### src/rtl/ag_pkg.sv
package ag_pkg;

   typedef enum logic {
      ALIAS_KERNEL = 1'b0,
      ALIAS_USER   = 1'b1
   } alias_e;

   function automatic int unsigned idx_width(input int unsigned n);
      return (n <= 2) ? 1 : $clog2(n);
   endfunction

endpackage

### src/rtl/ag_addr_decode.sv
module ag_addr_decode
   import ag_pkg::*;
#(
   parameter int NUM_CONN = 4,
   parameter int NUM_REGS = 4,
   parameter int PAGE_W   = 4,
   parameter int CONN_W   = 2,
   parameter int GIDX_W   = 3,
   parameter int ADDR_W   = 1 + CONN_W + PAGE_W
) (
   input  logic [ADDR_W-1:0] addr_i,
   output alias_e            alias_o,
   output logic [CONN_W-1:0] conn_o,
   output logic [GIDX_W-1:0] gidx_o,
   output logic              conn_hit_o,
   output logic              is_data_o,
   output logic              is_mask_o
);

   logic [PAGE_W-1:0] offset;

   assign alias_o = alias_e'(addr_i[ADDR_W-1]);
   assign conn_o  = addr_i[PAGE_W +: CONN_W];
   assign offset  = addr_i[PAGE_W-1:0];
   assign gidx_o  = offset[GIDX_W-1:0];

   assign is_data_o = (offset < PAGE_W'(NUM_REGS));
   assign is_mask_o = (offset == PAGE_W'(NUM_REGS));

   generate
      if ((2 ** CONN_W) == NUM_CONN) begin : g_full_conn
         assign conn_hit_o = 1'b1;
      end else begin : g_partial_conn
         assign conn_hit_o = (conn_o < CONN_W'(NUM_CONN));
      end
   endgenerate

endmodule

### src/rtl/ag_permit.sv
module ag_permit
   import ag_pkg::*;
#(
   parameter int NUM_REGS = 4,
   parameter int GIDX_W   = 3
) (
   input  logic                valid_i,
   input  logic                write_i,
   input  alias_e              alias_i,
   input  logic                conn_hit_i,
   input  logic                is_data_i,
   input  logic                is_mask_i,
   input  logic [GIDX_W-1:0]   gidx_i,
   input  logic [NUM_REGS-1:0] mask_i,
   output logic                grant_o,
   output logic                deny_o
);

   // Guard bit NUM_REGS protects the permission word itself and is tied low.
   logic [NUM_REGS:0] guard;
   logic              guard_sel;
   logic              mapped_wr;

   assign guard     = {1'b0, mask_i};
   assign guard_sel = guard[gidx_i];
   assign mapped_wr = valid_i & write_i & conn_hit_i & (is_data_i | is_mask_i);

   always_comb begin
      grant_o = 1'b0;
      deny_o  = 1'b0;
      if (mapped_wr) begin
         if (alias_i == ALIAS_KERNEL || guard_sel) grant_o = 1'b1;
         else                                     deny_o  = 1'b1;
      end
   end

endmodule

### src/rtl/ag_conn_bank.sv
module ag_conn_bank #(
   parameter int NUM_REGS = 4,
   parameter int DATA_W   = 16,
   parameter int GIDX_W   = 3
) (
   input  logic                clk,
   input  logic                rst_n,
   input  logic                we_i,
   input  logic                is_data_i,
   input  logic                is_mask_i,
   input  logic [GIDX_W-1:0]   gidx_i,
   input  logic [DATA_W-1:0]   wdata_i,
   output logic [DATA_W-1:0]   rdata_o,
   output logic [NUM_REGS-1:0] mask_o
);

   logic [DATA_W-1:0]   regs_q [NUM_REGS];
   logic [NUM_REGS-1:0] mask_q;

   genvar g;
   generate
      for (g = 0; g < NUM_REGS; g++) begin : g_reg
         always_ff @(posedge clk) begin
            if (!rst_n)
               regs_q[g] <= '0;
            else if (we_i && is_data_i && gidx_i == GIDX_W'(g))
               regs_q[g] <= wdata_i;
         end
      end
   endgenerate

   always_ff @(posedge clk) begin
      if (!rst_n)
         mask_q <= '0;
      else if (we_i && is_mask_i)
         mask_q <= wdata_i[NUM_REGS-1:0];
   end

   always_comb begin
      rdata_o = '0;
      if (is_mask_i)
         rdata_o = DATA_W'(mask_q);
      else if (is_data_i)
         rdata_o = regs_q[gidx_i];
   end

   assign mask_o = mask_q;


   mask_hold_chk: assert property (@(posedge clk) disable iff (!rst_n)
      !we_i |=> $stable(mask_q));

endmodule

### src/rtl/reg_access_guard.sv
module reg_access_guard
   import ag_pkg::*;
#(
   parameter int NUM_CONN = 4,
   parameter int NUM_REGS = 4,
   parameter int PAGE_W   = 4,
   parameter int DATA_W   = 16,
   localparam int CONN_W  = idx_width(NUM_CONN),
   localparam int ADDR_W  = 1 + CONN_W + PAGE_W
) (
   input  logic              clk,
   input  logic              rst_n,
   input  logic              req_valid,
   input  logic              req_write,
   input  logic [ADDR_W-1:0] req_addr,
   input  logic [DATA_W-1:0] req_wdata,
   output logic              rsp_valid,
   output logic [DATA_W-1:0] rsp_rdata,
   output logic              access_violation
);

   localparam int GIDX_W = idx_width(NUM_REGS + 1);

   generate
      if (NUM_CONN < 2)             begin : g_bad_conn  $error("NUM_CONN must be at least 2"); end
      if (NUM_REGS < 1)             begin : g_bad_regs  $error("NUM_REGS must be at least 1"); end
      if (NUM_REGS + 1 > 2**PAGE_W) begin : g_bad_page  $error("page too small for registers"); end
      if (DATA_W < NUM_REGS)        begin : g_bad_width $error("DATA_W narrower than mask"); end
      if (GIDX_W > PAGE_W)          begin : g_bad_gidx  $error("PAGE_W too small"); end
   endgenerate

   alias_e              dec_alias;
   logic [CONN_W-1:0]   dec_conn;
   logic [GIDX_W-1:0]   dec_gidx;
   logic                dec_hit, dec_data, dec_mask;
   logic                wr_grant, wr_deny;
   logic [NUM_CONN-1:0] bank_we;
   logic [DATA_W-1:0]   bank_rdata [NUM_CONN];
   logic [NUM_REGS-1:0] bank_mask  [NUM_CONN];
   logic [NUM_REGS-1:0] sel_mask;
   logic [DATA_W-1:0]   sel_rdata;

   ag_addr_decode #(
      .NUM_CONN (NUM_CONN), .NUM_REGS (NUM_REGS), .PAGE_W (PAGE_W),
      .CONN_W   (CONN_W),   .GIDX_W   (GIDX_W),   .ADDR_W (ADDR_W)
   ) u_decode (
      .addr_i     (req_addr),
      .alias_o    (dec_alias),
      .conn_o     (dec_conn),
      .gidx_o     (dec_gidx),
      .conn_hit_o (dec_hit),
      .is_data_o  (dec_data),
      .is_mask_o  (dec_mask)
   );

   assign sel_mask  = dec_hit ? bank_mask[dec_conn]  : '0;
   assign sel_rdata = dec_hit ? bank_rdata[dec_conn] : '0;

   ag_permit #(.NUM_REGS (NUM_REGS), .GIDX_W (GIDX_W)) u_permit (
      .valid_i    (req_valid),
      .write_i    (req_write),
      .alias_i    (dec_alias),
      .conn_hit_i (dec_hit),
      .is_data_i  (dec_data),
      .is_mask_i  (dec_mask),
      .gidx_i     (dec_gidx),
      .mask_i     (sel_mask),
      .grant_o    (wr_grant),
      .deny_o     (wr_deny)
   );

   genvar c;
   generate
      for (c = 0; c < NUM_CONN; c++) begin : g_conn
         assign bank_we[c] = wr_grant && (dec_conn == CONN_W'(c));

         ag_conn_bank #(.NUM_REGS (NUM_REGS), .DATA_W (DATA_W), .GIDX_W (GIDX_W)) u_bank (
            .clk       (clk),
            .rst_n     (rst_n),
            .we_i      (bank_we[c]),
            .is_data_i (dec_data),
            .is_mask_i (dec_mask),
            .gidx_i    (dec_gidx),
            .wdata_i   (req_wdata),
            .rdata_o   (bank_rdata[c]),
            .mask_o    (bank_mask[c])
         );
      end
   endgenerate

   always_ff @(posedge clk) begin
      if (!rst_n) begin
         rsp_valid        <= 1'b0;
         rsp_rdata        <= '0;
         access_violation <= 1'b0;
      end else begin
         rsp_valid        <= req_valid & ~req_write;
         rsp_rdata        <= (req_valid & ~req_write) ? sel_rdata : '0;
         access_violation <= wr_deny;
      end
   end


   deny_source_chk: assert property (@(posedge clk) disable iff (!rst_n)
      access_violation |-> $past(req_valid && req_write && req_addr[ADDR_W-1]));


   kernel_never_denied_chk: assert property (@(posedge clk) disable iff (!rst_n)
      (req_valid && req_write && !req_addr[ADDR_W-1]) |=> !access_violation);


   mask_user_blocked_chk: assert property (@(posedge clk) disable iff (!rst_n)
      (req_valid && req_write && dec_alias == ALIAS_USER && dec_mask && dec_hit)
         |=> access_violation);


   rsp_source_chk: assert property (@(posedge clk) disable iff (!rst_n)
      rsp_valid |-> $past(req_valid && !req_write));


   read_answered_chk: assert property (@(posedge clk) disable iff (!rst_n)
      (req_valid && !req_write) |=> rsp_valid);


   single_bank_chk: assert property (@(posedge clk) disable iff (!rst_n)
      $onehot0(bank_we));

endmodule

### config.mk
export PLATFORM = sky130hd
export DESIGN_NAME = reg_access_guard
export DESIGN_NICKNAME = d
export VERILOG_FILES = /design/src/rtl/ag_pkg.sv /design/src/rtl/ag_addr_decode.sv /design/src/rtl/ag_permit.sv /design/src/rtl/ag_conn_bank.sv /design/src/rtl/reg_access_guard.sv
export SDC_FILE = /design/constraint.sdc
export NUM_CORES = 1
export LEC_CHECK = 0
export ABC_AREA = 1
export CAP_MARGIN = 20
export CORE_ASPECT_RATIO = 1.25
export CORE_MARGIN = 3
export CORE_UTILIZATION = 45
export DETAILED_ROUTE_END_ITERATION = 10
export HOLD_SLACK_MARGIN = 0.08
export PLACE_DENSITY_LB_ADDON = 0.15
export SYNTH_ARGS = -nofsm -noshare
export SYNTH_HDL_FRONTEND = slang
export SYNTH_SLANG_ARGS = --single-unit
### constraint.sdc
create_clock -name clk -period 6.47 [get_ports clk]
set_input_delay 0.647 -clock clk [delete_from_list [all_inputs] [get_ports clk]]
set_output_delay 0.647 -clock clk [all_outputs]
set_load 0.02 [all_outputs]
==> out/qor.yml <==
run_status:
  status: "finished, final reports clean"
global_route:
  track_usage_pct: 23.2
  met2_usage_pct: 37.4
  antenna_found_initial: 1
  grt_pass1_wl_mm: 52.0
  overflow: 0
  top_usage_layer: "met2"
  grt_max_degree: 71
  grt_util_met3_pct: 5.27
  grt_pass1_vias: 8301
  gr-usage-met1_pct: 31.2
timing:
  slew-limit-headroom_pct: 32.5
  min_period_ps: 3440
  rsz0062_at_grt: "false"
  fmax_mhz: 291
  setup_tns_ps: 0
  hold_violations: 0
  setup_viol: 0
  drv_slew: 0
  fin_crit_sh_pct: 53.1
  worstMarginPinSlew_ps: 1010
  fin_worst_skew_ps: 12.7
logic_synthesis:
  ys_types: 36
  synth_seq_cells: 290
  syn-num-nets: 1178
  synthCells: 1151
  syn_avg_cell_area_um2: 10.9
  ys_warn_count: 0
  synth_top_cell_by_area: "edfxtp_1"
  yosysSeqAreaShare_pct: 67.0
  yosysTopAreaCellShare_pct: 61.5
  syn_area_um2: 12500
  ys_top_cells_by_area: "edfxtp_1 62%, nor2_1 8.2%, nand2_1 6.2%, dfxtp_1 5.4%, a22oi_1 4.1%"
clock_tree:
  clockRootBuffer: "clkbuf_16"
  cts_sinks: 290
  holdBufCountCts: 0
  insertion_delay_ps: 540
  cts_setup_buffers: 0
  ctsHtreeMaxLevel: 1
  tritoncts: "built"
  numCtsBuffers: 29
  cts_buffer_depth: 3
  cts_resized: 0
  clkTransAtPathRegs_ps: 60
power:
  seq_power_share_pct: 52.3
  power_density_nw_per_um2: 284
  clockPowerShare_pct: 41.4
  p_int_mw: 3.11
  share_comb_of_total_power_pct: 6.3
  peakVddDrop_mv: 0.169
  p_leak_nw: 5.41
  power_switching_mw: 0.904
  total_power_mw: 4.01
  switching_share_pct: 22.5
floorplanning:
  coreArea_um2: 27100
  die_h_um: 192
  rows: 67
  die-area_um2: 29800
  initial_core_util_pct: 46.2
  die-width_um: 155
  ios: 45
critical_path:
  critPathCaptureType: "flip-flop"
  cp_max_fo: 37
  cp-start-kind: "primary input"
  required_ps: 6830
  worst_ep_arrival_time_ps: 3800
  crit_type: "primary input to flip-flop"
placement:
  io_buffers: 44
  finalWeightedCongestion: 0.942
  dp_hpwl_mm: 20.7
cells_and_area:
  fin_nets: 1202
  drive_above_1_share_pct: 10.5
  n_fill_cell: 2401
  syn2layout_area_growth_pct: 13.0
  antennaDiodeCount: 0
hold_path:
  hold_path.class: "flip-flop to flip-flop"
drt:
  drt_drc_violations_left: 0
  drtIter0Drc: 875
  ant_nets: 0
  routed_wl_mm: 34.8
  drt_pass1_iterations: 5
  vias: 8655
  viasPerCell: 5.61
  wl_per_cell_um: 22.6
job:
  cap_viol_max_count: 0
==> registers in the layout, indices dropped and copies added (netlist names) <==
| register | cells |
|---|---|
| g_conn.u_bank.regs_q | 256 |
| g_conn.u_bank.mask_o | 16 |
| rsp_rdata | 16 |
| access_violation | 1 |
| rsp_valid | 1 |
==> layer usage <==
layer	wire, um	up-vias
li1	-	4035
met1	14300	4250
met2	16700	303
met3	2660	65
met4	1180	2
met5	13	-
==> final timing paths <==
path                                                              start                                          end  slack (ps)  cells past startpoint
worst min register to register  g_conn[3].u_bank.mask_o[3]$_SDFFE_PN0P_      g_conn[3].u_bank.mask_o[3]$_SDFFE_PN0P_         510                      4
worst min-delay path            g_conn[3].u_bank.mask_o[3]$_SDFFE_PN0P_      g_conn[3].u_bank.mask_o[3]$_SDFFE_PN0P_         510                      4
worst max-delay path                                        req_addr[1]                      rsp_rdata[9]$_SDFF_PN0_        3030                      8
worst max register to register  g_conn[2].u_bank.mask_o[2]$_SDFFE_PN0P_  g_conn[1].u_bank.regs_q[2][6]$_SDFFCE_PN0P_        4080                     12
==> cells in the mapped netlist (all sizes together) <==
cell,instances
inv,48
a221o,1
a21oi,25
buf,32
dfxtp,34
nor2,305
nand2,207
and3,1
edfxtp,256
nand3,41
clkinv,1
a211oi,2
clkbuf,43
nand4,20
a41oi,3
o21ai,36
a31oi,4
a21o,6
a41o,1
nor3,3
o211ai,2
a22oi,69
a22o,1
a221oi,10
==> power groups by stage <==
| stage | Combinational, mW | Clock [mW] | Sequential [mW] |
|---|---|---|---|
| after floorplan | 0.137 | 0 | 2.14 |
| after global placement | 0.254 | 0 | 2.14 |
| after detailed placement | 0.253 | 0 | 2.14 |
| after CTS | 0.254 | 1.68 | 2.10 |
| after global routing | 0.270 | 1.76 | 2.10 |
| final | 0.253 | 1.66 | 2.10 |
==> area by class of cell <==
type	instances	area, um2	area share [%]
Tap cell	345	432	3.06
Sequential cell	290	8370	59.2
Multi-Input combinational cell	737	3590	25.4
Clock inverter	15	155	1.10
Inverter	49	184	1.30
Clock buffer	38	779	5.52
Timing Repair Buffer	68	616	4.36
==> stage by stage <==
| step | area, um2 | instances | util, % | setup slack, ps | hold slack (ps) |
|---|---|---|---|---|---|
| global route | 14100 | 1542 | 52.2 | 2910 | 539 |
| global placement | 13200 | 1489 | 48.7 | 2510 | 497 |
| finish | 14100 | 1542 | 52.2 | 3030 | 514 |
| floorplan | 12500 | 1151 | - | 3210 | 489 |
| detailed placement | 13200 | 1489 | 48.7 | 2620 | 504 |
| CTS | 14100 | 1542 | 52.2 | 3160 | 517 |
==> layout by cell type (no fill, tap or decap), types with 16 or more instances in the layout <==
master and instances:
dfxtp_1 34, nor2_1 273, a21oi_1 25, inv_1 44
o21ai_1 20, nor2_2 26, o21ai_0 16, buf_4 24
clkdlybuf4s50_1 43, nand2_1 206, edfxtp_1 256, clkbuf_16 29
a22oi_1 69, nand3_1 24, nand4_1 20
==> worst max-delay path, cell delays in order <==
cell	delay, ps
clkdlybuf4s50_1	630
nand2_1	300
inv_2	620
buf_4	550
nand2_1	100
nand4_1	110
o211ai_1	190
a211oi_1	620
==> cells by family (layout without fill, tap and decap cells) <==
group,after synthesis,count (layout),synth area share (%)
flops,290,290,67.0
simple gates,577,577,20.1
compound gates,160,160,8.57
buf+inv,124,170,4.39
(Power assumes the default switching activity.)
